==> config.mk <==
export PLATFORM = sky130hd
export DESIGN_NAME = nor_done_poller
export DESIGN_NICKNAME = d
export VERILOG_FILES = /design/src/rtl/nor_poll_pkg.sv /design/src/rtl/nor_poll_judge.sv /design/src/rtl/nor_poll_budget.sv /design/src/rtl/nor_done_poller.sv
export SDC_FILE = /design/constraint.sdc
export NUM_CORES = 1
export LEC_CHECK = 0
export ABC_AREA = 1
export ABC_CLOCK_PERIOD_IN_PS = 3050
export BUFFER_PORTS_ARGS = -buffer_cell sky130_fd_sc_hd__buf_2
export CAP_MARGIN = 20
export CORE_MARGIN = 4
export CORE_UTILIZATION = 54
export DETAILED_ROUTE_END_ITERATION = 10
export GPL_TIMING_DRIVEN = 0
export PLACE_DENSITY_LB_ADDON = 0.1
export SYNTH_ARGS = -nofsm -noshare
export SYNTH_HDL_FRONTEND = slang
export SYNTH_SLANG_ARGS = --single-unit
export TNS_END_PERCENT = 5
==> constraint.sdc <==
create_clock -name clk -period 3.05 [get_ports clk]
set_clock_uncertainty 0.15 [all_clocks]
set_input_delay 0.1525 -clock clk [delete_from_list [all_inputs] [get_ports clk]]
set_output_delay 0.1525 -clock clk [all_outputs]
set_load 0.005 [all_outputs]
==> src/rtl/nor_poll_pkg.sv <==
package nor_poll_pkg;
  typedef enum logic [1:0] {
    RES_PASS    = 2'b00,
    RES_FAIL    = 2'b01,
    RES_TIMEOUT = 2'b10
  } result_e;

  typedef enum logic [1:0] {
    PH_FIRST = 2'd0,
    PH_POLL  = 2'd1,
    PH_RECHK = 2'd2
  } phase_e;

  typedef enum logic [1:0] {
    ACT_PASS  = 2'd0,
    ACT_FAIL  = 2'd1,
    ACT_RECHK = 2'd2,
    ACT_MORE  = 2'd3
  } action_e;

  typedef enum logic [1:0] {
    ST_IDLE = 2'd0,
    ST_REQ  = 2'd1,
    ST_WAIT = 2'd2
  } state_e;
endpackage

==> src/rtl/nor_poll_judge.sv <==
module nor_poll_judge
  import nor_poll_pkg::*;
#(
  parameter int DQ_W     = 8,
  parameter int POLL_BIT = 7,
  parameter int ERR_BIT  = 5,
  parameter int TOG_BIT  = 2
) (
  input  logic            tog_mode,
  input  phase_e          phase,
  input  logic [DQ_W-1:0] dq,
  input  logic            want_bit,
  input  logic            last_tog,
  output action_e         act
);
  logic poll_ok;
  logic tog_still;
  logic err_seen;

  assign poll_ok   = (dq[POLL_BIT] == want_bit);
  assign tog_still = (dq[TOG_BIT] == last_tog);
  assign err_seen  = dq[ERR_BIT];

  always_comb begin
    act = ACT_MORE;
    if (!tog_mode) begin
      if (phase == PH_RECHK)  act = poll_ok ? ACT_PASS : ACT_FAIL;
      else if (poll_ok)       act = ACT_PASS;
      else if (err_seen)      act = ACT_RECHK;
      else                    act = ACT_MORE;
    end else begin
      if (phase == PH_FIRST)      act = ACT_MORE;
      else if (phase == PH_RECHK) act = tog_still ? ACT_PASS : ACT_FAIL;
      else if (tog_still)         act = ACT_PASS;
      else if (err_seen)          act = ACT_RECHK;
      else                        act = ACT_MORE;
    end
  end
endmodule

==> src/rtl/nor_poll_budget.sv <==
module nor_poll_budget #(
  parameter int CNT_W = 16
) (
  input  logic             clk,
  input  logic             rst_n,
  input  logic             clear,
  input  logic             bump,
  input  logic [CNT_W-1:0] limit,
  output logic             last
);
  localparam int WIDE = CNT_W + 1;

  logic [CNT_W-1:0] used_q;
  logic [WIDE-1:0]  used_next;
  logic [WIDE-1:0]  lim_eff;

  assign used_next = {1'b0, used_q} + WIDE'(1);
  assign lim_eff   = (limit == '0) ? WIDE'(1) : {1'b0, limit};
  assign last      = (used_next >= lim_eff);

  always_ff @(posedge clk or negedge rst_n) begin
    if (!rst_n)     used_q <= '0;
    else if (clear) used_q <= '0;
    else if (bump)  used_q <= used_next[CNT_W-1:0];
  end
endmodule

==> src/rtl/nor_done_poller.sv <==
module nor_done_poller
  import nor_poll_pkg::*;
#(
  parameter int ADDR_W   = 21,
  parameter int DQ_W     = 8,
  parameter int CNT_W    = 16,
  parameter int POLL_BIT = 7,
  parameter int ERR_BIT  = 5,
  parameter int TOG_BIT  = 2
) (
  input  logic              clk,
  input  logic              rst_n,
  input  logic              start,
  input  logic [ADDR_W-1:0] start_addr,
  input  logic [DQ_W-1:0]   start_data,
  input  logic              toggle_mode,
  input  logic [CNT_W-1:0]  poll_limit,
  output logic              rd_valid,
  input  logic              rd_ready,
  output logic [ADDR_W-1:0] rd_addr,
  input  logic              rsp_valid,
  input  logic [DQ_W-1:0]   rsp_data,
  output logic              busy,
  output logic              done,
  output logic [1:0]        result,
  output logic              err_flag
);
  state_e            state_q;
  phase_e            phase_q;
  logic [ADDR_W-1:0] addr_q;
  logic              want_q;
  logic              mode_q;
  logic [CNT_W-1:0]  limit_q;
  logic              tog_q;
  logic              done_q;
  result_e           res_q;
  logic              err_q;

  logic    accept;
  logic    got;
  logic    last_poll;
  action_e act;

  assign accept = start && (state_q == ST_IDLE);
  assign got    = rsp_valid && (state_q == ST_WAIT);

  nor_poll_judge #(
    .DQ_W(DQ_W), .POLL_BIT(POLL_BIT), .ERR_BIT(ERR_BIT), .TOG_BIT(TOG_BIT)
  ) u_judge (
    .tog_mode (mode_q),
    .phase    (phase_q),
    .dq       (rsp_data),
    .want_bit (want_q),
    .last_tog (tog_q),
    .act      (act)
  );

  nor_poll_budget #(.CNT_W(CNT_W)) u_budget (
    .clk   (clk),
    .rst_n (rst_n),
    .clear (accept),
    .bump  (got && (phase_q != PH_RECHK)),
    .limit (limit_q),
    .last  (last_poll)
  );

  always_ff @(posedge clk or negedge rst_n) begin
    if (!rst_n) begin
      state_q <= ST_IDLE;
      phase_q <= PH_POLL;
      addr_q  <= '0;
      want_q  <= 1'b0;
      mode_q  <= 1'b0;
      limit_q <= '0;
      tog_q   <= 1'b0;
      done_q  <= 1'b0;
      res_q   <= RES_PASS;
      err_q   <= 1'b0;
    end else begin
      done_q <= 1'b0;
      unique case (state_q)
        ST_IDLE: begin
          if (accept) begin
            addr_q  <= start_addr;
            want_q  <= start_data[POLL_BIT];
            mode_q  <= toggle_mode;
            limit_q <= poll_limit;
            phase_q <= toggle_mode ? PH_FIRST : PH_POLL;
            err_q   <= 1'b0;
            state_q <= ST_REQ;
          end
        end
        ST_REQ: begin
          if (rd_ready) state_q <= ST_WAIT;
        end
        ST_WAIT: begin
          if (got) begin
            if (mode_q && (phase_q != PH_RECHK)) tog_q <= rsp_data[TOG_BIT];
            unique case (act)
              ACT_PASS: begin
                done_q  <= 1'b1;
                res_q   <= RES_PASS;
                state_q <= ST_IDLE;
              end
              ACT_FAIL: begin
                done_q  <= 1'b1;
                res_q   <= RES_FAIL;
                err_q   <= 1'b1;
                state_q <= ST_IDLE;
              end
              ACT_RECHK: begin
                phase_q <= PH_RECHK;
                state_q <= ST_REQ;
              end
              default: begin
                if (last_poll) begin
                  done_q  <= 1'b1;
                  res_q   <= RES_TIMEOUT;
                  err_q   <= 1'b1;
                  state_q <= ST_IDLE;
                end else begin
                  phase_q <= PH_POLL;
                  state_q <= ST_REQ;
                end
              end
            endcase
          end
        end
        default: state_q <= ST_IDLE;
      endcase
    end
  end

  assign rd_valid = (state_q == ST_REQ);
  assign rd_addr  = addr_q;
  assign busy     = (state_q != ST_IDLE);
  assign done     = done_q;
  assign result   = res_q;
  assign err_flag = err_q;
endmodule

Yosys cells after proc, flatten, opt, wreduce, memory -nomap -nowiden
Cells that the tools add are included.
{"block": "classes", "bitwise_logic": 1, "n_mux": 35, "addsub": 1, "n_lt_le_gt_ge": 1, "eq_ne": 15, "n_reduce_logical": 20}
{"cell": "$mux W16", "n": 3}
{"cell": "$mux W2", "n": 13}
{"cell": "$add A16 B1 Y17 const B", "n": 1}
{"cell": "$ge A17 B17 Y1", "n": 1}
{"cell": "$logic_not A16 Y1", "n": 1}
{"cell": "$pmux W2 S3", "n": 2}
{"cell": "$mux W1", "n": 11}
{"cell": "$ne A2 B2 Y1 const B", "n": 5}
{"cell": "$reduce_and A5 Y1", "n": 2}
{"cell": "$pmux W1 S2", "n": 4}
{"cell": "$pmux W2 S2", "n": 2}
{"cell": "$eq A2 B2 Y1 const B", "n": 3}
{"cell": "$logic_not A2 Y1", "n": 3}
{"cell": "$ne A3 B2 Y1 const B", "n": 2}
{"cell": "$reduce_and A3 Y1", "n": 2}
{"cell": "$reduce_bool A2 Y1", "n": 3}
{"cell": "$eq A2 B1 Y1 const B", "n": 2}
{"cell": "$logic_and A1 B1 Y1", "n": 4}
{"cell": "$reduce_and A4 Y1", "n": 1}
{"cell": "$reduce_or A2 Y1", "n": 2}
{"cell": "$reduce_bool A3 Y1", "n": 1}
{"cell": "$eq A1 B1 Y1", "n": 2}
{"cell": "$ne A2 B1 Y1 const B", "n": 1}
{"cell": "$reduce_and A2 Y1", "n": 1}
{"cell": "$not A1 Y1", "n": 1}
{"block": "totals", "ff_bits": 64, "input_bits": 59, "elab_cells": 84, "output_inout_bits": 27}

Logic depth before layout (Yosys ltp)
{"block": "logic_depth", "word_depth": 10, "mapped_depth": 21, "ltp_nobuf": 21}

By module
A second synthesis with hierarchy kept.
{"block": "hier_totals", "cells_unflattened": 483, "area_unflattened_um2": 3616.0}
{"mod": "nor_done_poller", "seq_area_each_um2": 1202.4, "cells_each": 233, "area_per_inst_um2": 1979.4, "instances": 1}
{"mod": "nor_poll_budget", "seq_area_each_um2": 400.4, "cells_each": 229, "area_per_inst_um2": 1555.2, "instances": 1}
{"mod": "nor_poll_judge", "seq_area_each_um2": 0.0, "cells_each": 21, "area_per_inst_um2": 81.3, "instances": 1}

Worst setup path before layout
Ideal clock, no wire load.
{"block": "synth_timing", "path_kind": "register to register", "from": "reg u_budget.used_q[0]", "to": "reg phase_q[1]", "setup_ns": 0.116, "stages_incl_launch_ff": 18, "arrival_ns": 2.262, "required_time_ns": 2.784, "n_path_buf": 0, "slack_ns": 0.522, "period_less_slack_ns": 2.528, "cell_sequence": "dfrtp_1 ha_1 nand3_2 nor3_2 nand3_2 nor3_2 xor2_1 ha_1 nand2_1 nand2_1 a21oi_1 o21ai_1 nor2_1 nand2_1 nand3_2 nand2_1 nand2_1 nand2_1"}
{"block": "synth_via", "elab_chain_len": 4}
{"item": "from (decl)", "line": "nor_poll_budget.sv:13", "source": "logic [CNT_W-1:0] used_q;"}
{"item": "from (signal assigned)", "line": "nor_poll_budget.sv:24", "source": "else if (bump) used_q <= used_next[CNT_W-1:0];"}
{"item": "$add A16 B1 Y17", "line": "nor_poll_budget.sv:17", "source": "assign used_next = {1'b0, used_q} + WIDE'(1);"}
{"item": "$ge A17 B17 Y1", "line": "nor_poll_budget.sv:19", "source": "assign last = (used_next >= lim_eff);"}
{"item": "$ne A3 B2 Y1 (no source line)"}
{"item": "$reduce_and A5 Y1 (no source line)"}
{"item": "to (signal assigned)", "line": "nor_done_poller.sv:88", "source": "phase_q <= toggle_mode ? PH_FIRST : PH_POLL;"}
{"item": "to (decl)", "line": "nor_done_poller.sv:29", "source": "phase_e phase_q;"}
Every way passes these cells.
A chain may end at the register's enable or synchronous reset.

Final worst setup path
{"block": "layout_timing", "from": "reg u_budget.used_q[0]", "to": "reg state_q[0]"}
{"block": "layout_via", "elab_chain_len": 6}
{"item": "$add A16 B1 Y17", "line": "nor_poll_budget.sv:17"}
{"item": "$ge A17 B17 Y1", "line": "nor_poll_budget.sv:19"}
{"item": "$mux W1", "line": "nor_done_poller.sv:116", "source": "if (last_poll) begin"}
{"item": "$pmux W1 S2", "line": "nor_done_poller.sv:99", "source": "unique case (act)"}
{"item": "$mux W2", "line": "nor_done_poller.sv:97", "source": "if (got) begin"}
{"item": "$pmux W2 S3", "line": "nor_done_poller.sv:81", "source": "unique case (state_q)"}
{"item": "to (signal assigned)", "line": "nor_done_poller.sv:103", "source": "state_q <= ST_IDLE;"}
{"item": "to (signal assigned)", "line": "nor_done_poller.sv:120", "source": "state_q <= ST_IDLE;"}
{"item": "to (signal assigned)", "line": "nor_done_poller.sv:123", "source": "state_q <= ST_REQ;"}
{"item": "to (decl)", "line": "nor_done_poller.sv:28", "source": "state_e state_q;"}
Every way passes these cells. The select of a mux whose other input is x is not followed.

==> flow_summary.ini <==
[cts]
cts_tree = yes
cts_num_sinks = 64
cts-root-buf = clkbuf_8
clock_path_buffers = 2
cts_buffers = 9
clk_latency_ns = 0.34
htree_levels = 3
clkTransAtPathRegs_ns = 0.08

[drt]
wl_met1_mm = 3.71
detail_route.first_pass.iterations = 4
wl_met3_um = 508
ant_nets = 0
routed.top_layer = met4
vias_per_cell = 4.92
route.vias.total = 3214
drt_iter0_drc = 140
routed_wl_mm = 8.55
route.met2.wl_mm = 4.16
drc = 0
wl_per_cell_um = 13.1

[timing]
min_period_over_period_pct = 92.0
tns_ns = 0
worst_pin_slew_ns = 0.805
fmax_ghz = 0.357
relSlewSlack_pct = 46.4
min_period_ns = 2.80
final-hold-violation-count = 0
setup_violations = 0
drv_slew = 0
rsz0062_at_grt = yes
setup_ws_ns = 0.245

[grt]
globalRoute.totalOverflow = 0
track_usage_pct = 23.8
grt_pass1_vias = 3142
grt_pass1_wl_mm = 14.2
grt_max_degree = 65
antenna_found_initial = 0

[layout]
fin_nets = 647
syn_to_final_growth_pct = 32.6
drive_gt1_share_pct = 22.6
fin_util_pct = 73.2
antenna_cells = 0

[floorplanning]
die_w_um = 88.4
core_region_area_um2 = 6310
start_util_pct = 55.2
io_pins = 86
die_height_um = 88.4
die-area_um2 = 7810
row_count = 29

[setup_path]
endpoint_kind = flip-flop
critical-path-max-stage-delay_ns = 0.45
r2r-start = u_budget.used_q[0]
crit_type = reg2reg
crit_slowest_cell = dfrtp_2
required_ns = 3.12
crit_top_cell = nand2_1
path_cells = ha_2, nand3_2, inv_1, nand2_2, xor2_1, inv_1, ha_1, nand2_1, nor2_1, nand3_1, o21ai_0, nor2_2, nand2_1, nand3_2, nand2_1, o31ai_1
ff2ff_setup_slack_ns = 0.25
reg2reg_depth = 16
startpoint_type = flip-flop
cp_max_fo = 6
crit_arrival_ns = 2.88
crit_buf_inv = 2
r2r_end = state_q[0]
cp_top_family = simple AND/OR/NAND/NOR gates

[power]
p_sw_mw = 1.38
total_power_mw = 3.48
leakagePower_nw = 2.53
sequentialPowerShare_pct = 38.9
p_comb_share_pct = 39.8
p_int_mw = 2.10
pwr-share-clk_pct = 21.3
ir_drop_uv = 511
p_per_area_nw_per_um2 = 753
switching_share_pct = 39.7

[synthesis]
syn_avg_cell_area_um2 = 7.89
yosysUniqueCellTypes = 34
netlist_area_um2 = 3490
syn_nets = 518
seq_area_frac_synth_pct = 46.0
ys_ff_latch = 64
synth_warnings = 0
synth_cells = 442

[run_status]
status = completed

[placed_design]
gp_congestion = 0.846
io_buffers = 73
dp.final_hpwl_mm = 5.55
pre_cts_slack_ns = 0.0615

[hold_path]
holdPathStages = 4
holdCritPathClass = in2reg
whs_endpoint = rd_addr[20]
hp-start = start

[flow_run]
maxCapViolations = 0
worst max-delay path by stage:
stage	start	endpoint	slack, ns	cells past startpoint
3_5_place_dp	u_budget.used_q[0]	phase_q[1]	0.06	17
3_3_place_gp	u_budget.used_q[0]	phase_q[1]	0.13	17
4_1_cts	u_budget.used_q[0]	phase_q[1]	0.05	17
6_report	u_budget.used_q[0]	state_q[0]	0.25	16
5_1_grt	u_budget.used_q[0]	phase_q[1]	-0.02	21
2_1_floorplan	u_budget.used_q[0]	phase_q[1]	0.52	17
metal layers:
layer / global-route usage, % / vias to the layer above
met2: 39.6 / 94
met5: 0 / -
li1: - / 1639
met3: 5.77 / 17
met4: 9.62 / 0
met1: 30.0 / 1464
cells in the mapped netlist (all sizes together):
cell type,instances,area (um^2)
xor2,10,87.6
dfstp,1,26.3
ha,17,213
a21oi,5,25.0
a21boi,1,11.3
nand3,16,100
a21o,1,7.51
o21ai,35,183
nand4,5,37.5
inv,68,260
nand3b,1,7.51
clkbuf,3,11.3
a22o,1,8.76
nor4,2,12.5
buf,7,47.5
dfrtp,63,1580
nor3,8,50.1
o22ai,7,43.8
nand2,160,608
a41o,1,10.0
o31ai,1,7.51
nor2,29,153
sequential cells by signal, summed over array words and instances (netlist names):
name / count
mode_q: 1
want_q: 1
phase_q: 2
done: 1
rd_addr: 21
u_budget.used_q: 16
err_flag: 1
tog_q: 1
result: 2
limit_q: 16
state_q: 2
cell usage in the layout, fill, tap and decap left out, types with 4 or more instances in the layout:
cell,count
xor2_1,9
nor3_1,5
buf_2,77
o21ai_1,7
nand2_1,157
nand3_1,12
dlygate4sd3_1,43
clkbuf_8,9
inv_2,6
nand3_2,4
nand4_1,4
ha_1,16
nor2_1,22
o22ai_1,7
dfrtp_1,62
a21oi_1,5
inv_1,61
o21ai_0,26
per-stage QoR:
stage | cell area (um^2) | instances | hold slack [ns]
6_report | 4620 | 653 | 0.0738
3_5_place_dp | 3950 | 592 | 0.150
2_1_floorplan | 3490 | 442 | -0.293
3_3_place_gp | 3950 | 592 | 0.195
5_1_grt | 4620 | 653 | 0.136
4_1_cts | 4580 | 651 | 0.0710
worst register-to-register path, stage by stage, from the launching register on:
cell	delay [ns]
dfrtp_2	0.45
ha_2	0.21
nand3_2	0.11
inv_1	0.06
nand2_2	0.13
xor2_1	0.20
inv_1	0.06
ha_1	0.29
nand2_1	0.07
nor2_1	0.17
nand3_1	0.11
o21ai_0	0.21
nor2_2	0.09
nand2_1	0.08
nand3_2	0.09
nand2_1	0.13
o31ai_1	0.08
area by class of cell:
class                   instances  area, um^2
fillers                       482        1690
well taps                      77        96.3
plain buffers                  10        58.8
multi-input cells             300        1590
inverters                      68         260
flip-flops and latches         64        1600
clock inverters                 7        78.8
repair buffers                118         813
clock buffers                   9         124
power groups by stage:
stage          Combinational, mW  Sequential, mW  Clock, mW
6_report                    1.39            1.35      0.743
5_1_grt                     1.60            1.39      0.803
4_1_cts                     1.36            1.35      0.760
3_5_place_dp                1.31            1.35          0
3_3_place_gp                1.27            1.36          0
2_1_floorplan              0.859            1.35          0
cells by family after synthesis:
logic type,Yosys count,share of synthesized area [%]
compound gates,52,8.50
xor+xnor,10,2.51
simple gates,221,27.8
fa+ha+maj,17,6.10
buf+inv,78,9.15
flops,64,46.0
what timing repair did:
item / in CTS / in global routing
setup buffers: 0 / 2
endpoints found under the setup margin: 0 / 7
endpoints found under the hold margin: 106 / 0
hold buffers: 43 / 0
resized for setup: 0 / 7
No activity file was read; power rests on OpenSTA's default activity.
